### src/rtl/repadd_mul_pkg.sv
package repadd_mul_pkg;

  // ALU function select; the code values are part of the block's contract
  typedef enum logic [1:0] {
    FN_PASS_B = 2'b00,
    FN_DEC_B  = 2'b01,
    FN_INC_B  = 2'b10,
    FN_ADD_AB = 2'b11
  } alu_fn_e;

  // B operand source for the shared ALU
  typedef enum logic [1:0] {
    BSRC_R2   = 2'b00,
    BSRC_CNT  = 2'b01,
    BSRC_ZERO = 2'b10
  } bsrc_e;

  // Controller flowchart steps
  typedef enum logic [2:0] {
    ST_IDLE = 3'd0,
    ST_SUM  = 3'd1,
    ST_CLR  = 3'd2,
    ST_TEST = 3'd3,
    ST_ACC  = 3'd4,
    ST_STEP = 3'd5,
    ST_FIN  = 3'd6
  } ctl_st_e;

endpackage

### src/rtl/repadd_mul_rst_sync.sv
module repadd_mul_rst_sync #(
  parameter int STAGES = 2
) (
  input  logic clk,
  input  logic rst_n,
  output logic rst_sync_n
);

  logic [STAGES-1:0] sync_q;

  always_ff @(posedge clk or negedge rst_n) begin
    if (!rst_n) begin
      sync_q <= '0;
    end else begin
      sync_q <= {sync_q[STAGES-2:0], 1'b1};
    end
  end

  assign rst_sync_n = sync_q[STAGES-1];

endmodule

### src/rtl/repadd_mul_alu.sv
module repadd_mul_alu
  import repadd_mul_pkg::*;
#(
  parameter int DW = 17
) (
  input  alu_fn_e         fn,
  input  logic [DW-1:0]   a,
  input  logic [DW-1:0]   b,
  input  logic            c0,
  output logic [DW-1:0]   y
);

  logic [DW-1:0] c0_ext;

  assign c0_ext = {{(DW-1){1'b0}}, c0};

  always_comb begin
    unique case (fn)
      FN_PASS_B: y = b;
      FN_DEC_B:  y = b - c0_ext;
      FN_INC_B:  y = b + c0_ext;
      FN_ADD_AB: y = a + b;
      default:   y = b;
    endcase
  end

endmodule

### src/rtl/repadd_mul_datapath.sv
module repadd_mul_datapath
  import repadd_mul_pkg::*;
#(
  parameter int OW = 8,
  parameter int DW = 2*OW+1
) (
  input  logic            clk,
  input  logic            rst_n,
  input  logic [OW-1:0]   n_in,
  input  logic [OW-1:0]   a_in,
  input  logic            ld_ops,
  input  bsrc_e           b_src,
  input  logic            r1_we,
  input  logic            r2_we,
  input  logic            cnt_we,
  input  logic            cnt_ld_r1,
  input  logic [DW-1:0]   alu_y,
  output logic [DW-1:0]   alu_a,
  output logic [DW-1:0]   alu_b,
  output logic [DW-1:0]   r1_q,
  output logic            cnt_zero
);

  localparam int PADW = DW - OW;

  logic [DW-1:0] r2_q;
  logic [OW-1:0] cnt_q;
  logic [DW-1:0] r1_d;
  logic [DW-1:0] r2_d;
  logic [OW-1:0] cnt_d;

  // operand A is always R1; B comes from the source multiplexer
  assign alu_a = r1_q;

  always_comb begin
    unique case (b_src)
      BSRC_R2:   alu_b = r2_q;
      BSRC_CNT:  alu_b = {{PADW{1'b0}}, cnt_q};
      BSRC_ZERO: alu_b = '0;
      default:   alu_b = '0;
    endcase
  end

  // next-value selection
  always_comb begin
    r1_d  = ld_ops ? {{PADW{1'b0}}, n_in} : alu_y;
    r2_d  = ld_ops ? {{PADW{1'b0}}, a_in} : alu_y;
    cnt_d = cnt_ld_r1 ? r1_q[OW-1:0] : alu_y[OW-1:0];
  end

  // registers with explicit enables
  always_ff @(posedge clk or negedge rst_n) begin
    if (!rst_n) begin
      r1_q <= '0;
    end else if (r1_we) begin
      r1_q <= r1_d;
    end
  end

  always_ff @(posedge clk or negedge rst_n) begin
    if (!rst_n) begin
      r2_q <= '0;
    end else if (r2_we) begin
      r2_q <= r2_d;
    end
  end

  always_ff @(posedge clk or negedge rst_n) begin
    if (!rst_n) begin
      cnt_q <= '0;
    end else if (cnt_we) begin
      cnt_q <= cnt_d;
    end
  end

  assign cnt_zero = (cnt_q == '0);

endmodule

### src/rtl/repadd_mul_ctrl.sv
module repadd_mul_ctrl
  import repadd_mul_pkg::*;
(
  input  logic     clk,
  input  logic     rst_n,
  input  logic     start,
  input  logic     cnt_zero,
  output logic     ld_ops,
  output alu_fn_e  alu_fn,
  output logic     alu_c0,
  output bsrc_e    b_src,
  output logic     r1_we,
  output logic     r2_we,
  output logic     cnt_we,
  output logic     cnt_ld_r1,
  output logic     done
);

  ctl_st_e st_q;
  ctl_st_e st_d;

  // next-state and output decode
  always_comb begin
    st_d      = st_q;
    ld_ops    = 1'b0;
    alu_fn    = FN_PASS_B;
    alu_c0    = 1'b0;
    b_src     = BSRC_ZERO;
    r1_we     = 1'b0;
    r2_we     = 1'b0;
    cnt_we    = 1'b0;
    cnt_ld_r1 = 1'b0;
    done      = 1'b0;
    unique case (st_q)
      ST_IDLE: begin
        if (start) begin
          ld_ops = 1'b1;
          r1_we  = 1'b1;
          r2_we  = 1'b1;
          st_d   = ST_SUM;
        end
      end
      ST_SUM: begin
        // R2 <= n + a ; counter <= n
        alu_fn    = FN_ADD_AB;
        b_src     = BSRC_R2;
        r2_we     = 1'b1;
        cnt_we    = 1'b1;
        cnt_ld_r1 = 1'b1;
        st_d      = ST_CLR;
      end
      ST_CLR: begin
        // R1 <= 0 via pass-B of the zero source
        alu_fn = FN_PASS_B;
        b_src  = BSRC_ZERO;
        r1_we  = 1'b1;
        st_d   = ST_TEST;
      end
      ST_TEST: begin
        st_d = cnt_zero ? ST_FIN : ST_ACC;
      end
      ST_ACC: begin
        // R1 <= R1 + m
        alu_fn = FN_ADD_AB;
        b_src  = BSRC_R2;
        r1_we  = 1'b1;
        st_d   = ST_STEP;
      end
      ST_STEP: begin
        // counter <= counter - 1
        alu_fn = FN_DEC_B;
        alu_c0 = 1'b1;
        b_src  = BSRC_CNT;
        cnt_we = 1'b1;
        st_d   = ST_TEST;
      end
      ST_FIN: begin
        done = 1'b1;
        st_d = ST_IDLE;
      end
      default: st_d = ST_IDLE;
    endcase
  end

  always_ff @(posedge clk or negedge rst_n) begin
    if (!rst_n) begin
      st_q <= ST_IDLE;
    end else begin
      st_q <= st_d;
    end
  end

endmodule

### src/rtl/repadd_mul.sv
module repadd_mul
  import repadd_mul_pkg::*;
#(
  parameter int OW = 8,
  parameter int DW = 2*OW+1
) (
  input  logic            clk,
  input  logic            rst_n,
  input  logic            start,
  input  logic [OW-1:0]   n_in,
  input  logic [OW-1:0]   a_in,
  output logic            done,
  output logic [DW-1:0]   result
);

  logic          rst_sync_n;
  logic          ld_ops;
  alu_fn_e       alu_fn;
  logic          alu_c0;
  bsrc_e         b_src;
  logic          r1_we;
  logic          r2_we;
  logic          cnt_we;
  logic          cnt_ld_r1;
  logic          cnt_zero;
  logic [DW-1:0] alu_a;
  logic [DW-1:0] alu_b;
  logic [DW-1:0] alu_y;

  repadd_mul_rst_sync #(.STAGES(2)) u_rst (
    .clk        (clk),
    .rst_n      (rst_n),
    .rst_sync_n (rst_sync_n)
  );

  repadd_mul_ctrl u_ctrl (
    .clk       (clk),
    .rst_n     (rst_sync_n),
    .start     (start),
    .cnt_zero  (cnt_zero),
    .ld_ops    (ld_ops),
    .alu_fn    (alu_fn),
    .alu_c0    (alu_c0),
    .b_src     (b_src),
    .r1_we     (r1_we),
    .r2_we     (r2_we),
    .cnt_we    (cnt_we),
    .cnt_ld_r1 (cnt_ld_r1),
    .done      (done)
  );

  repadd_mul_datapath #(.OW(OW), .DW(DW)) u_dp (
    .clk       (clk),
    .rst_n     (rst_sync_n),
    .n_in      (n_in),
    .a_in      (a_in),
    .ld_ops    (ld_ops),
    .b_src     (b_src),
    .r1_we     (r1_we),
    .r2_we     (r2_we),
    .cnt_we    (cnt_we),
    .cnt_ld_r1 (cnt_ld_r1),
    .alu_y     (alu_y),
    .alu_a     (alu_a),
    .alu_b     (alu_b),
    .r1_q      (result),
    .cnt_zero  (cnt_zero)
  );

  repadd_mul_alu #(.DW(DW)) u_alu (
    .fn (alu_fn),
    .a  (alu_a),
    .b  (alu_b),
    .c0 (alu_c0),
    .y  (alu_y)
  );

endmodule

### config.mk
export PLATFORM = sky130hd
export DESIGN_NAME = repadd_mul
export DESIGN_NICKNAME = d
export VERILOG_FILES = /design/src/rtl/repadd_mul_pkg.sv /design/src/rtl/repadd_mul_rst_sync.sv /design/src/rtl/repadd_mul_alu.sv /design/src/rtl/repadd_mul_datapath.sv /design/src/rtl/repadd_mul_ctrl.sv /design/src/rtl/repadd_mul.sv
export SDC_FILE = /design/constraint.sdc
export NUM_CORES = 1
export LEC_CHECK = 0
export BUFFER_PORTS_ARGS = -buffer_cell sky130_fd_sc_hd__buf_2
export CORE_MARGIN = 5
export CORE_UTILIZATION = 40
export CTS_CLUSTER_SIZE = 24
export DETAILED_ROUTE_END_ITERATION = 8
export GPL_ROUTABILITY_DRIVEN = 0
export PLACE_DENSITY = 0.63
export SLEW_MARGIN = 20
export SYNTH_ARGS = -nofsm -noshare
export SYNTH_HDL_FRONTEND = slang
export SYNTH_SLANG_ARGS = --single-unit
### constraint.sdc
create_clock -name clk -period 1.8 [get_ports clk]
set_input_delay 0.54 -clock clk [delete_from_list [all_inputs] [get_ports clk]]
set_output_delay 0.54 -clock clk [all_outputs]
set_load 0.03 [all_outputs]
==> metrics.cfg, run 1 <==
[finish]
layout.nets = 542
layout-drive-gt1-share = 0.5306
diodes = 0
area_delta_synth_final_pct = 68.16
instances_no_fill = 609
fin_area_sq_mm = 0.005254

[timing]
grt_setup_unrepaired = true
relSlewSlack = 0.3035
post-route-min-period_ns = 2.851
setup_viol = 41
period_share = 1.584
skew_ns = 0.009851
hold-worst-slack_ns = 0.2437
finalHoldViolCount = 0
worst_slew_pin_slew_ns = 1.037
clock.fmax_ghz = 0.3508
slew_violations = 0
layout_setup_ws_ns = -1.051

[placement]
hpwl_um = 7335
port_buffers = 36
dpl_cell_area_sq_mm = 0.004304
place_inst = 576

[floorplan]
core_area_sq_mm = 0.007647
rows = 32
start_util = 0.4085
pin_count = 37
die_x_um = 98.38
die_area_sq_mm = 0.009678
dieHeight_um = 98.38

[synthesis]
syn_inst = 356
synth_xor_xnor_area_share = 0.04485
synth-simple-area-share = 0.1626
synth_compound_area_frac = 0.2615
ys_top_cells_by_count = 48 x nand2_1, 47 x dfrtp_1, 31 x o21ai_0
yosysTopAreaCellShare = 0.3765
netlist_area_sq_mm = 0.003124
muxShareOfSynthArea = 0.05166
yosysTopAreaCell = dfrtp_1
yosys.area_share.adder = 0.07048
synth_top_family_by_area = compound AO/OA/AOI/OAI gates
synthFlopType = dfrtp_1
synth_edf_count = 0
synth_seq_cells = 47
yosys_warnings = 0
yosysUniqueCellTypes = 46
syn_avg_cell_area_sq_um = 8.776
async_flop_share = 1.000
syn_nets = 392
synth.area.top_cells = dfrtp_1 38%, ha_1 6.4%, nand2_1 5.8%
ys_seq_area_frac = 0.3765
synth_most_common_cell = nand2_1

[status]
violations = setup timing
outcome = finished with violations

[grt]
grtUsageTotal = 0.2190
grt_antenna_before_repair = 0
grt_overflow_total = 0
grt_pass1_wl_um = 17110
grt_pass1_vias = 3408
grt_max_degree = 46

[clock_network]
htreeDepth = 2
cts.sinks = 47
cts-root-buf = clkbuf_8
cts_buffer_depth = 2
cts.clk_slew.worst_paths_ns = 0.09
cts_tree = yes
cts_made_buffers = 5
clk_latency_ns = 0.31

[drt]
drt_iter0_drc = 163
postRouteAntennaNets = 0
vias = 3483
wl_per_cell_um = 19.30
firstDrtPassIters = 5
drt-vias-per-instance = 5.719
remaining_drc_errors = 0
totalWireLength_um = 11750

[power_and_ir_drop]
ir_drop_mv = 1.105
p_leak_nw = 2.466
power_density_mw_per_mm2 = 1933
power_w = 0.01015

[setup_path]
reg2regPathDepth = 12
cp.required_ns = 2.00
startpoint_type = register
critPathKind = register to register
cp_max_fo = 5
arrival_ns = 3.05
cp-end-kind = register

[worst_hold_path]
hold_path_class = register to async pin

[flow_run]
cap_violations = 0

[power by group]
part,internal (W),total [W],switching [W]
registers,0.00140,0.00166,0.000265
logic,0.00393,0.00784,0.00391
clock network,0.000272,0.000652,0.000379
total,0.00560,0.0102,0.00456
[stage by stage]
step	setup slack [ns]	utilization	setup TNS, ns
after floorplan	-0.8371	-	-24.54
after global placement	-0.9617	0.5628	-33.24
after detailed placement	-1.042	0.5628	-35.17
after CTS	-0.9918	0.6201	-32.12
after global routing	-1.212	0.6870	-35.61
final	-1.051	0.6870	-32.42
[registers in the layout (all words and copies together) (netlist names)]
register / flops
u_rst.sync_q: 2
u_ctrl.st_q: 3
u_dp.cnt_q: 8
u_dp.r2_q: 17
u_dp.alu_a: 17
[repair_timing]
item                                   4_1_cts  5_1_grt
pin swaps                                   12       55
endpoints found under the hold margin        2        0
setup endpoints to repair                   43       43
buffers inserted                            16        7
gates resized for setup                     55       96
cloned                                       3        2
hold buffers                                 1        0
[final timing paths]
| check | start | end | slack, ns |
|---|---|---|---|
| min in group clk | u_rst.sync_q[0] | u_rst.sync_q[1] | 0.36 |
| max in group asynchronous | rst_n | u_rst.sync_q[1] | 1.16 |
| max | u_ctrl.st_q[2] | u_dp.alu_a[15] | -1.05 |
| max reg2reg | u_ctrl.st_q[2] | u_dp.alu_a[15] | -1.05 |
| min | u_rst.sync_q[1] | u_dp.alu_a[14] | 0.24 |
| min reg2reg | u_rst.sync_q[1] | u_dp.alu_a[14] | 0.24 |
[cell usage in the layout (no fill, tap or decap), types with 8 or more instances in the layout]
cell / count
buf_6: 17
ha_4: 9
o21ai_1: 16
o21a_1: 17
and2_1: 10
nand2_1: 43
buf_4: 96
dfrtp_1: 43
a22o_1: 14
nor2_1: 17
buf_2: 36
a21oi_1: 11
o21ai_0: 8
a21oi_2: 12
[cells by family after synthesis]
family	after synthesis
AOI/OAI and AO/OA	124
buffers and inverters	25
adders and majority gates	17
xor gates and xnor gates	16
muxes	15
other	1
and+or+nand+nor	111
DFF	47
[metal layers]
| metal | vias to the layer above | part of all wire | global-route usage |
|---|---|---|---|
| li1 | 1594 | - | - |
| met1 | 1699 | 0.40 | 0.2837 |
| met2 | 135 | 0.51 | 0.3760 |
| met3 | 55 | 0.045 | 0.03071 |
| met4 | 0 | 0.046 | 0.07143 |
| met5 | - | 0 | 0 |
[critical path, cell delays in order (launching register included)]
cell	delay [ns]
dfrtp_2	0.45
buf_6	0.15
xor2_4	0.25
nand2b_4	0.12
buf_6	0.14
o21a_1	0.16
ha_1	0.33
nand4_1	0.21
o31a_1	0.37
o21ai_2	0.11
a211oi_2	0.11
xnor2_1	0.16
a22o_1	0.18
[final cells by class]
type / instances / area [sq um]
Sequential cell: 47 / 1181
Fill cell: 533 / 2394
Timing Repair Buffer: 163 / 1355
Clock buffer: 6 / 72.57
Clock inverter: 2 / 12.51
Inverter: 4 / 15.01
Multi-Input combinational cell: 285 / 2490
Tap cell: 102 / 127.6
Power figures use the tool's default switching activity.
==> run 2, diff against run 1 <==
Settings changed: REMOVE_ABC_BUFFERS set to 1.
==> metrics.cfg, run 2 (synthesis results as in run 1) <==
[drt]
drt_iter0_drc = 171  ; +4.9%
drt-vias-per-instance = 5.588  ; -2.3%
totalWireLength_um = 11240  ; -4.4%
remaining_drc_errors = 0  ; unchanged
vias = 3381  ; -2.9%
firstDrtPassIters = 5  ; unchanged
postRouteAntennaNets = 0  ; unchanged
wl_per_cell_um = 18.58  ; -3.8%

[clock_network]
cts.clk_slew.worst_paths_ns = 0.10  ; about the same
cts_tree = yes
clk_latency_ns = 0.31  ; about the same
cts_made_buffers = 5  ; unchanged
htreeDepth = 2  ; unchanged
cts.sinks = 47  ; unchanged
cts_buffer_depth = 2  ; unchanged
cts-root-buf = clkbuf_8

[power_and_ir_drop]
p_leak_nw = 2.366  ; -4.1%
power_density_mw_per_mm2 = 1913  ; -1.0%
power_w = 0.009619  ; -5.3%
ir_drop_mv = 0.8735  ; -21%

[flow_run]
cap_violations = 0  ; unchanged

[setup_path]
cp-end-kind = register
cp.required_ns = 2.03  ; +0.03 ns
r2r_slack_ns = -1.16  ; -0.11 ns
critPathKind = register to register
cp_max_fo = 8  ; +3
startpoint_type = register
arrival_ns = 3.19  ; +0.14 ns

[floorplan]
start_util = 0.4085  ; unchanged
pin_count = 37  ; unchanged
die_area_sq_mm = 0.009678  ; unchanged
rows = 32  ; unchanged
dieHeight_um = 98.38  ; unchanged
core_area_sq_mm = 0.007647  ; unchanged
die_x_um = 98.38  ; unchanged

[timing]
relSlewSlack = 0.4770  ; +0.1736
post-route-min-period_ns = 2.959  ; +0.1075 ns
finalHoldViolCount = 0  ; unchanged
slew_violations = 0  ; unchanged
period_share = 1.644  ; +0.05972
setup_viol = 43  ; +4.9%
worst_slew_pin_slew_ns = 0.7802  ; -0.2566 ns
skew_ns = 0.01594  ; +0.006092 ns
grt_setup_unrepaired = true
hold-worst-slack_ns = 0.2793  ; +0.03556 ns
layout_setup_ws_ns = -1.159  ; -0.1075 ns
clock.fmax_ghz = 0.3380  ; -3.6%

[finish]
fin_area_sq_mm = 0.005027  ; -4.3%
layout-drive-gt1-share = 0.5030  ; -0.02759
layout.cells.most_common = buf_4
fillCellCount = 605  ; +14%
area_delta_synth_final_pct = 60.91
layout_common_cells = 102 x buf_4, 45 x dfrtp_1, 42 x nand2_1
diodes = 0  ; unchanged
layout.nets = 538  ; -0.74%
utilization = 0.6574  ; -0.02961

[grt]
grt_antenna_before_repair = 0  ; unchanged
grt_overflow_total = 0  ; unchanged
grtUsageTotal = 0.2326  ; +0.01360
grt_max_degree = 28  ; -39%
grt_pass1_vias = 3622  ; +6.3%
grt_pass1_wl_um = 18120  ; +5.9%

[placement]
dpl_cell_area_sq_mm = 0.004016  ; -6.7%
detailedPlace.worstSlack_ns = -1.159  ; -0.1169 ns
hpwl_um = 6933  ; -5.5%
port_buffers = 36  ; unchanged

[worst_hold_path]
hold_path_class = register to async pin

[status]
violations = setup timing
outcome = finished with violations

[run 2: cell types whose count changed in the layout (fill, tap and decap cells not counted), sizes merged]
| cell | previous run | this run |
|---|---|---|
| buf | 160 | 159 |
| clkbuf | 8 | 7 |
| clkinvlp | 1 | 0 |
| nand2b | 4 | 3 |
[run 2: final cells by class]
type | instances | area (sq um) | share of cell area
inverter | 4 | 15.01 | 0.002987
tap | 102 | 127.6 | 0.02539
clock inverter | 1 | 5.005 | 0.0009955
clock buffer | 7 | 76.32 | 0.01518
timing repair buffer | 160 | 1234 | 0.2454
sequential | 47 | 1179 | 0.2344
multi-input combinational | 284 | 2391 | 0.4756
[run 2: routing by layer]
layer  vias up  share of wire  GRT usage
li1       1577              -          -
met1      1670           0.39     0.2650
met2        98           0.53     0.4165
met3        36          0.046    0.04643
met4         0          0.032     0.1061
met5         -              0          0
[run 2: final timing paths]
path | endpoint | start | cells after the start
worst max-delay path | u_dp.alu_a[14] | u_ctrl.st_q[0] | 12
worst min-delay path | u_dp.alu_a[5] | u_rst.sync_q[1] | 0
worst max register to register | u_dp.alu_a[14] | u_ctrl.st_q[0] | 12
worst min register to register | u_dp.alu_a[5] | u_rst.sync_q[1] | 0
max in group asynchronous | u_dp.r2_q[1] | u_rst.sync_q[1] | 1
min in group clk | u_rst.sync_q[1] | u_rst.sync_q[0] | 0
[run 2: per-stage QoR]
step | setup TNS, ns | instances
2_1_floorplan | -56.93 | 335
3_3_place_gp | -34.25 | 560
3_5_place_dp | -36.26 | 560
4_1_cts | -34.57 | 594
5_1_grt | -42.53 | 605
6_report | -38.53 | 605
[run 2: repair_timing]
item,in CTS,in global routing
pin swaps,39,46
hold buffers,0,1
gates resized for setup,120,28
cloned,2,0
setup endpoints to repair,43,43
setup buffers,26,11
endpoints found under the hold margin,0,2
[run 2: where the power goes]
part,switching [W],leakage [nW],internal [W]
Sequential,0.000239,0.617,0.00139
Combinational,0.00373,1.71,0.00363
Clock,0.000360,0.0422,0.000274
[run 2: worst max-delay path: stages, from the launching register on]
cell and delay [ns]:
dfrtp_1 0.40, buf_6 0.14, buf_12 0.13, buf_6 0.12, mux2_4 0.29, a21oi_2 0.15, nor2_1 0.07, ha_1 0.34
nand2_2 0.09, o31a_4 0.34, o21ba_4 0.21, or4_4 0.51, nand3_2 0.08
